File: config.mk
export PLATFORM = sky130hd
export DESIGN_NAME = midpoint_lock_ctrl
export DESIGN_NICKNAME = d
export VERILOG_FILES = /design/src/rtl/mlc_pkg.sv /design/src/rtl/mlc_pol_decode.sv /design/src/rtl/mlc_code_step.sv /design/src/rtl/mlc_midpoint.sv /design/src/rtl/midpoint_lock_ctrl.sv
export SDC_FILE = /design/constraint.sdc
export NUM_CORES = 1
export LEC_CHECK = 0
export ABC_AREA = 1
export ABC_CLOCK_PERIOD_IN_PS = 7700
export CORE_MARGIN = 4
export CORE_UTILIZATION = 60
export DETAILED_ROUTE_END_ITERATION = 16
export PLACE_DENSITY = 0.88
export SETUP_SLACK_MARGIN = 0.4
export SYNTH_ARGS = -nofsm -noshare
export SYNTH_HDL_FRONTEND = slang
export SYNTH_SLANG_ARGS = --single-unit
File: constraint.sdc
create_clock -name clk -period 7.7 [get_ports clk]
set_clock_uncertainty 0.2 [all_clocks]
set_input_delay 1.155 -clock clk [delete_from_list [all_inputs] [get_ports clk]]
set_output_delay 1.155 -clock clk [all_outputs]
set_load 0.05 [all_outputs]
File: src/rtl/mlc_pkg.sv
`timescale 1ns/1ps
package mlc_pkg;

    // Decoded phase-comparison result for one reference cycle
    typedef enum logic [1:0] {
        POL_NONE = 2'b00,
        POL_DOWN = 2'b01,   // divided edge early: slow the oscillator
        POL_UP   = 2'b10    // divided edge late: speed the oscillator
    } pol_e;

endpackage

File: src/rtl/mlc_pol_decode.sv
`timescale 1ns/1ps
module mlc_pol_decode
    import mlc_pkg::*;
(
    input  logic lead,
    input  logic lag,
    output pol_e pol,
    output logic valid,
    output logic is_lead
);
    // Only a mutually exclusive pair is a usable comparison result
    always_comb begin
        unique case ({lead, lag})
            2'b10:   pol = POL_DOWN;
            2'b01:   pol = POL_UP;
            default: pol = POL_NONE;
        endcase
    end

    assign valid   = (pol != POL_NONE);
    assign is_lead = (pol == POL_DOWN);
endmodule

File: src/rtl/mlc_code_step.sv
`timescale 1ns/1ps
module mlc_code_step #(
    parameter int CODE_W = 6
) (
    input  logic [CODE_W-1:0] code_in,
    input  logic              go_up,
    output logic [CODE_W-1:0] code_out
);
    localparam logic [CODE_W-1:0] CODE_MAX = '1;
    localparam logic [CODE_W-1:0] CODE_MIN = '0;
    localparam logic [CODE_W-1:0] ONE      = CODE_W'(1);

    // One unit per comparison, clamped at both ends of the range
    always_comb begin
        if (go_up) begin
            code_out = (code_in == CODE_MAX) ? CODE_MAX : code_in + ONE;
        end else begin
            code_out = (code_in == CODE_MIN) ? CODE_MIN : code_in - ONE;
        end
    end
endmodule

File: src/rtl/mlc_midpoint.sv
`timescale 1ns/1ps
module mlc_midpoint #(
    parameter int CODE_W = 6
) (
    input  logic [CODE_W-1:0] cur,
    input  logic [CODE_W-1:0] memo,
    output logic [CODE_W-1:0] mid,
    output logic [CODE_W-1:0] spread
);
    localparam int SUM_W = CODE_W + 1;

    logic [SUM_W-1:0] total;

    // Carry bit kept so the halving never wraps
    assign total  = {1'b0, cur} + {1'b0, memo};
    assign mid    = total[SUM_W-1:1];
    assign spread = (cur >= memo) ? (cur - memo) : (memo - cur);
endmodule

File: src/rtl/midpoint_lock_ctrl.sv
`timescale 1ns/1ps
module midpoint_lock_ctrl
    import mlc_pkg::*;
#(
    parameter int CODE_W = 6
) (
    input  logic              clk,
    input  logic              rst_n,
    input  logic              enable,
    input  logic              lead,
    input  logic              lag,
    input  logic [CODE_W-1:0] seed_code,
    input  logic [CODE_W-1:0] win_limit,
    output logic [CODE_W-1:0] fine_code,
    output logic              done
);
    typedef struct packed {
        logic [CODE_W-1:0] code;
        logic [CODE_W-1:0] memo;
        logic              last_lead;
        logic              have_pol;
        logic              done;
    } state_t;

    state_t st_d, st_q;

    pol_e              pol;
    logic              cmp_valid;
    logic              cmp_lead;
    logic [CODE_W-1:0] stepped;
    logic [CODE_W-1:0] mid;
    logic [CODE_W-1:0] spread;
    logic              flip;
    logic              narrow;

    mlc_pol_decode u_dec (
        .lead    (lead),
        .lag     (lag),
        .pol     (pol),
        .valid   (cmp_valid),
        .is_lead (cmp_lead)
    );

    mlc_code_step #(.CODE_W(CODE_W)) u_step (
        .code_in  (st_q.code),
        .go_up    (pol == POL_UP),
        .code_out (stepped)
    );

    mlc_midpoint #(.CODE_W(CODE_W)) u_mid (
        .cur    (st_q.code),
        .memo   (st_q.memo),
        .mid    (mid),
        .spread (spread)
    );

    assign flip   = st_q.have_pol && (cmp_lead != st_q.last_lead);
    assign narrow = (spread <= win_limit);

    always_comb begin
        st_d = st_q;
        if (!enable) begin
            st_d.code      = seed_code;
            st_d.memo      = seed_code;
            st_d.last_lead = 1'b0;
            st_d.have_pol  = 1'b0;
            st_d.done      = 1'b0;
        end else if (cmp_valid && !st_q.done) begin
            if (flip) begin
                st_d.code = mid;
                st_d.memo = mid;
                st_d.done = narrow;
            end else begin
                st_d.code = stepped;
            end
            st_d.last_lead = cmp_lead;
            st_d.have_pol  = 1'b1;
        end
    end

    always_ff @(posedge clk or negedge rst_n) begin
        if (!rst_n) begin
            st_q <= '0;
        end else begin
            st_q <= st_d;
        end
    end

    assign fine_code = st_q.code;
    assign done      = st_q.done;

    AST_SEED_LOAD: assert property (@(posedge clk) disable iff (!rst_n)
        !enable |=> (fine_code == $past(seed_code)) && !done);
    AST_LEAD_DOWN: assert property (@(posedge clk) disable iff (!rst_n)
        (enable && lead && !lag && !done && !flip) |=> fine_code <= $past(fine_code));
    AST_LAG_UP: assert property (@(posedge clk) disable iff (!rst_n)
        (enable && lag && !lead && !done && !flip) |=> fine_code >= $past(fine_code));
    AST_IDLE_HOLD: assert property (@(posedge clk) disable iff (!rst_n)
        (enable && (lead == lag)) |=> $stable(fine_code) && $stable(done));
    AST_MID_BOUNDED: assert property (@(posedge clk) disable iff (!rst_n)
        (enable && cmp_valid && flip && !done && (st_q.code >= st_q.memo))
        |=> (fine_code <= $past(st_q.code)) && (fine_code >= $past(st_q.memo)));
    AST_DONE_FREEZE: assert property (@(posedge clk) disable iff (!rst_n)
        (enable && done) |=> $stable(fine_code) && done);
endmodule

==> impl_metrics.ini, run 1 <==
[logic_synthesis]
syn-instance-count = 327
syn_area_um2 = 2110
syn_nets = 375
syn_area_per_cell_um2 = 6.46
yosys.area.top_type = dfrtp_1
synthDistinctLibCells = 31
ys_ff_latch = 15
ys_seq_area_share_pct = 17.8
synthTopCellsByArea = dfrtp_1, nand2_1, ha_1, inv_1, nand3_1
synth_top_area_share_pct = 17.8
ys_warn_count = 0

[setup_path]
crit_chain = inv_1 -> ha_1 -> nand2_4 -> nor2_2 -> nand2_1 -> nand3_1 -> xor2_1 -> nand2_1 -> nand2_1 -> inv_1 -> ha_1 -> nand2_1 -> nor2_1 -> o21ai_0 -> inv_1 -> o21ai_0 -> nand2_1 -> nand2_1
slowest_delay_ns = 0.64
crit_slowest_cell = dfrtp_1
crit_type = reg2reg
reg2reg_depth = 18
cp-start-kind = flop
crit_top_cell = nand2_1
path_max_fanout = 11
endpoint_kind = flop
required_ns = 7.71
worstPathArrival_ns = 3.26

[routing]
drc_errors = 0
ant_nets = 0
vias = 2112
finalWirelength_mm = 5.23
wl_per_cell_um = 13.4
avgViaCountPerCell = 5.43
drt_iter0_drc = 115
first_pass_iters = 6

[grt]
grt_max_degree = 16
grt_overflow = 0
grt_pass1_wl_mm = 8.78
grt_pass1_vias = 1916
grt_use_total_pct = 25.5
antenna_found_initial = 0

[floorplanning]
die_y_um = 67.3
initial_core_util_pct = 62.8
boundaryPins = 24
core-area_um2 = 3360
row_count = 21
dieArea_um2 = 4540
die_x_um = 67.3

[sta]
hold_viol_final = 0
fmax_ghz = 0.308
worst_slew_pin_slew_ns = 0.739
max_slew_margin_pct = 50.6
timing.hold.ws_ns = 0.356
finalSetupViolations = 0
setup-tns-final_ns = 0
post-route-period-util_pct = 42.1
period_minus_slack_ns = 3.24
drv_slew = 0
rsz0062_at_grt = false

[clock_tree]
cts_setup_buffers = 0
clock-sinks = 15
cts_tree = done
cts_buffer_depth = 2
clk-insertion-delay-late_ns = 0.31
cts_made_buffers = 3
htree_levels = 1
ctsResizeCount = 0
cts_hold_buf = 0
cts_root_buffer = clkbuf_4
clkTransAtPathRegs_ns = 0.10

[final_layout]
stdcell_count = 389
drive_gt1_share_pct = 5.83
synthToLayoutAreaGrowth_pct = 10.2
layout.nets = 392
antenna_cells = 0

[placed_design]
dpl.cell_count = 385
hpwl_mm = 4.19
io_buffer_count = 23
gp_routability_congestion = 0.981

[flow_run]
drv_cap = 0

[status]
status = finished, final reports clean

[power_and_ir_drop]
p_leak_uw = 0.00130
irDropWorstVdd_mv = 0.162
p_per_area_nw_per_um2 = 310

[hold_path]
min_path_cells = 2
min_path_type = reg2reg
Yosys cell counts, drive strengths merged:
library cell   n
clkinv         1
xor2           8
inv           56
nor2          32
a21boi         1
o21bai         1
nor3           1
nand3         30
ha            28
o21a           1
xnor2          1
o21ai         14
fa             3
a21oi         14
dfrtp         15
o22ai          1
buf           11
o211ai         2
nand2         99
a31oi          2
nand4          5
or2            1
metal layers:
layer	GRT usage, %	part of all wire [%]	vias to the layer above
met3	2.00	7.5	11
met1	33.1	43	946
met2	43.9	47	100
met5	0	0	-
met4	9.87	2.6	0
li1	-	-	1055
critical path, delay by kind of cell (launching register included):
family | cells | cell delay (ns)
AOI/OAI and AO/OA | 2 | 0.20
adders and majority gates | 2 | 0.88
and+or+nand+nor | 10 | 0.84
DFF | 1 | 0.64
buffers and inverters | 3 | 0.22
xor gates and xnor gates | 1 | 0.17
worst paths after layout:
path | startpoint | to | slack, ns
worst max-delay path | fine_code[2] | done | 4.46
worst min-delay path | st_q[1] | st_q[1] | 0.36
worst max register to register | fine_code[2] | done | 4.46
worst min register to register | st_q[1] | st_q[1] | 0.36
max in group asynchronous | rst_n | st_q[4] | 5.76
min in group asynchronous | rst_n | st_q[1] | 1.07
cells in the final DEF, fill, tap and decap left out:
cell and n:
clkbuf_1 1, nand3_4 1, a21boi_1 1, fa_1 3, nand3_1 27, nor3_1 1, clkbuf_4 3, dfrtp_1 15
a21oi_1 14, clkdlybuf4s50_1 23, nand2_2 4, xor2_1 8, o21a_1 1, a31oi_1 2, nand2_1 94, ha_1 28
nand4_1 5, nor2_4 1, nand3_2 2, clkinv_2 1, o211ai_1 2, o21bai_1 1, inv_1 52, nor2_2 2
inv_2 4, o21ai_1 1, nor2_1 29, or2_4 1, o21ai_0 13, o22ai_1 1, xnor2_1 1, nand2_4 1
state kept, by name, indices dropped and copies added (netlist names):
signal,cells
st_q,8
fine_code,6
done,1
through the flow:
stage	area (µm²)	setup WS, ns	util [%]	power [µW]
floorplan	2110	4.93	-	564
detailed placement	2300	4.48	68.5	666
global route	2330	4.13	69.3	805
finish	2330	4.46	69.3	722
CTS	2330	4.48	69.3	716
global placement	2300	4.48	68.5	654
report_power, final:
part	leakage [µW]	internal [µW]	switching (µW)
combinational	0.00110	197	340
clock	0.0000150	20.3	30.2
sequential	0.000181	96.0	38.2
layout make-up:
cell class / count / area, µm²
Clock buffer: 4 / 26.3
Fill cell: 313 / 1030
Inverter: 57 / 215
Multi-Input combinational cell: 244 / 1430
Sequential cell: 15 / 375
Tap cell: 46 / 57.6
Timing Repair Buffer: 23 / 230
cells by family after synthesis:
logic type | after synthesis | share of synthesized area, %
compound gates | 36 | 9.30
xor+xnor | 9 | 3.73
fa+ha+maj | 31 | 19.4
buf+inv | 68 | 14.8
flops | 15 | 17.8
simple gates | 168 | 35.0
Note: power is estimated with default switching activity, not from simulation.
==> run 2, diff against run 1 <==
- ABC_CLOCK_PERIOD_IN_PS: 7700 -> 3300
- CORE_UTILIZATION: 60 -> 57
- PLACE_DENSITY: 0.88 -> 0.85
- clock period: 7.7 -> 3.3 ns (I/O delays scaled with it)
==> impl_metrics.ini, run 2 (same netlist as run 1, synthesis figures left out) <==
[placed_design]
place_area_um2 = 2360
gp_routability_congestion = 1.01
hpwl_mm = 4.40
dpl.cell_count = 393
io_buffer_count = 23

[clock_tree]
clock-sinks = 15
cts_buffer_depth = 2
cts_hold_buf = 0
cts_root_buffer = clkbuf_8
cts_tree = done
clk-insertion-delay-late_ns = 0.25
clkTransAtPathRegs_ns = 0.07
htree_levels = 1
cts_made_buffers = 3

[final_layout]
final-seq-area_um2 = 377
synthToLayoutAreaGrowth_pct = 16.5
fillers = 303
antenna_cells = 0
layout_common_cells = nand2_1, inv_1, nor2_1, nand3_1, ha_1
drive_gt1_share_pct = 11.6
fin_area_um2 = 2460
layout.nets = 401
final_common_cell = nand2_1
largest_reg_flops = 8
multi_input_area_um2 = 1470
top_register = st_q
stdcell_count = 398

[setup_path]
path_max_fanout = 8
rrSetupSlack_ns = 0.59
cp_num_cells = 16
path_delay_family = adder cells
r2r_end = done
crit_top_cell = nand2_1
crit_buf_inv = 3
reg2reg_depth = 16
r2r-start = fine_code[0]
cp-start-kind = flop
slowest_delay_ns = 0.40
required_ns = 3.24
crit_chain = buf_4 -> ha_2 -> inv_1 -> fa_1 -> nand2_1 -> nand2_1 -> xor2_1 -> nand2_1 -> nand2_1 -> inv_1 -> ha_1 -> nand2_1 -> o21ai_0 -> o21ai_1 -> nand2_1 -> nand2_1
crit_slowest_cell = fa_1
crit_type = reg2reg
endpoint_kind = flop
worstPathArrival_ns = 2.65

[routing]
drc_errors = 0
ant_nets = 0
vias = 2166
finalWirelength_mm = 5.39
wl_per_cell_um = 13.5
avgViaCountPerCell = 5.44
drt_iter0_drc = 213
first_pass_iters = 5

[status]
status = finished, final reports clean

[floorplanning]
die_y_um = 68.9
core-area_um2 = 3470
boundaryPins = 24
initial_core_util_pct = 60.9
die_x_um = 68.9
dieArea_um2 = 4750
row_count = 21

[sta]
fmax_ghz = 0.369
max_slew_margin_pct = 53.3
drv_slew = 0
hold_viol_final = 0
period_minus_slack_ns = 2.71
timing.hold.ws_ns = 0.358
finalSetupViolations = 0
rsz0062_at_grt = false
worst_slew_pin_slew_ns = 0.699
setup-tns-final_ns = 0
post-route-period-util_pct = 82.1

[grt]
grt_max_degree = 16
grt_pass1_wl_mm = 9.03
grt_overflow = 0
grt_pass1_vias = 2030
grt_use_total_pct = 25.1
antenna_found_initial = 0

[power_and_ir_drop]
p_per_area_nw_per_um2 = 746
p_leak_uw = 0.00135
irDropWorstVdd_mv = 0.382

[hold_path]
holdPathEnd = st_q[1]
min_path_type = reg2reg
min_path_cells = 2
min_from = st_q[1]

[flow_run]
drv_cap = 0
## run 2: cell types whose count changed in the layout (fill, tap and decap cells not counted), sizes merged
cell and change:
buf +9, clkinv +1, clkbuf -1
## run 2: what timing repair did
item                       CTS  global route
gates resized for setup      0            14
setup endpoints to repair    0             1
setup buffers                0             1
## run 2: worst max-delay path by stage
stage,from,slack (ns),endpoint
3_5_place_dp,fine_code[0],0.42,done
5_1_grt,fine_code[4],0.40,done
6_report,fine_code[0],0.59,done
4_1_cts,fine_code[0],0.40,done
2_1_floorplan,fine_code[0],0.53,done
3_3_place_gp,fine_code[0],0.52,done
## run 2: tightest hold or removal path, cell delays in order, from the launching register on
cell and delay, ns:
dfrtp_1 0.39, nand2_1 0.07, nand2_1 0.06
## run 2: metal layers
metal	GRT usage, %	part of all wire, %	vias to the layer above
li1	-	-	1065
met2	41.7	45	105
met3	4.05	8.2	25
met4	6.57	4.0	0
met1	33.6	42	971
met5	0	0	-
## run 2: per-stage QoR
step | setup WS [ns] | power (µW) | util, %
final | 0.591 | 1840 | 71.0
after global routing | 0.402 | 2040 | 71.0
after CTS | 0.402 | 1750 | 69.5
after detailed placement | 0.418 | 1600 | 68.1
after global placement | 0.520 | 1560 | 68.1
after floorplan | 0.532 | 1320 | -
## run 2: where the power goes
part,internal [µW],switching (µW)
Clock,83.6,68.7
Sequential,226,49.4
Combinational,541,868
## run 2: final cells by class
type	instances	share of cell area [%]
timing repair buffer	32	12.1
sequential	15	15.3
clock buffer	3	1.68
clock inverter	1	0.203
tap	46	2.34
multi-input combinational	244	59.7
inverter	57	8.74
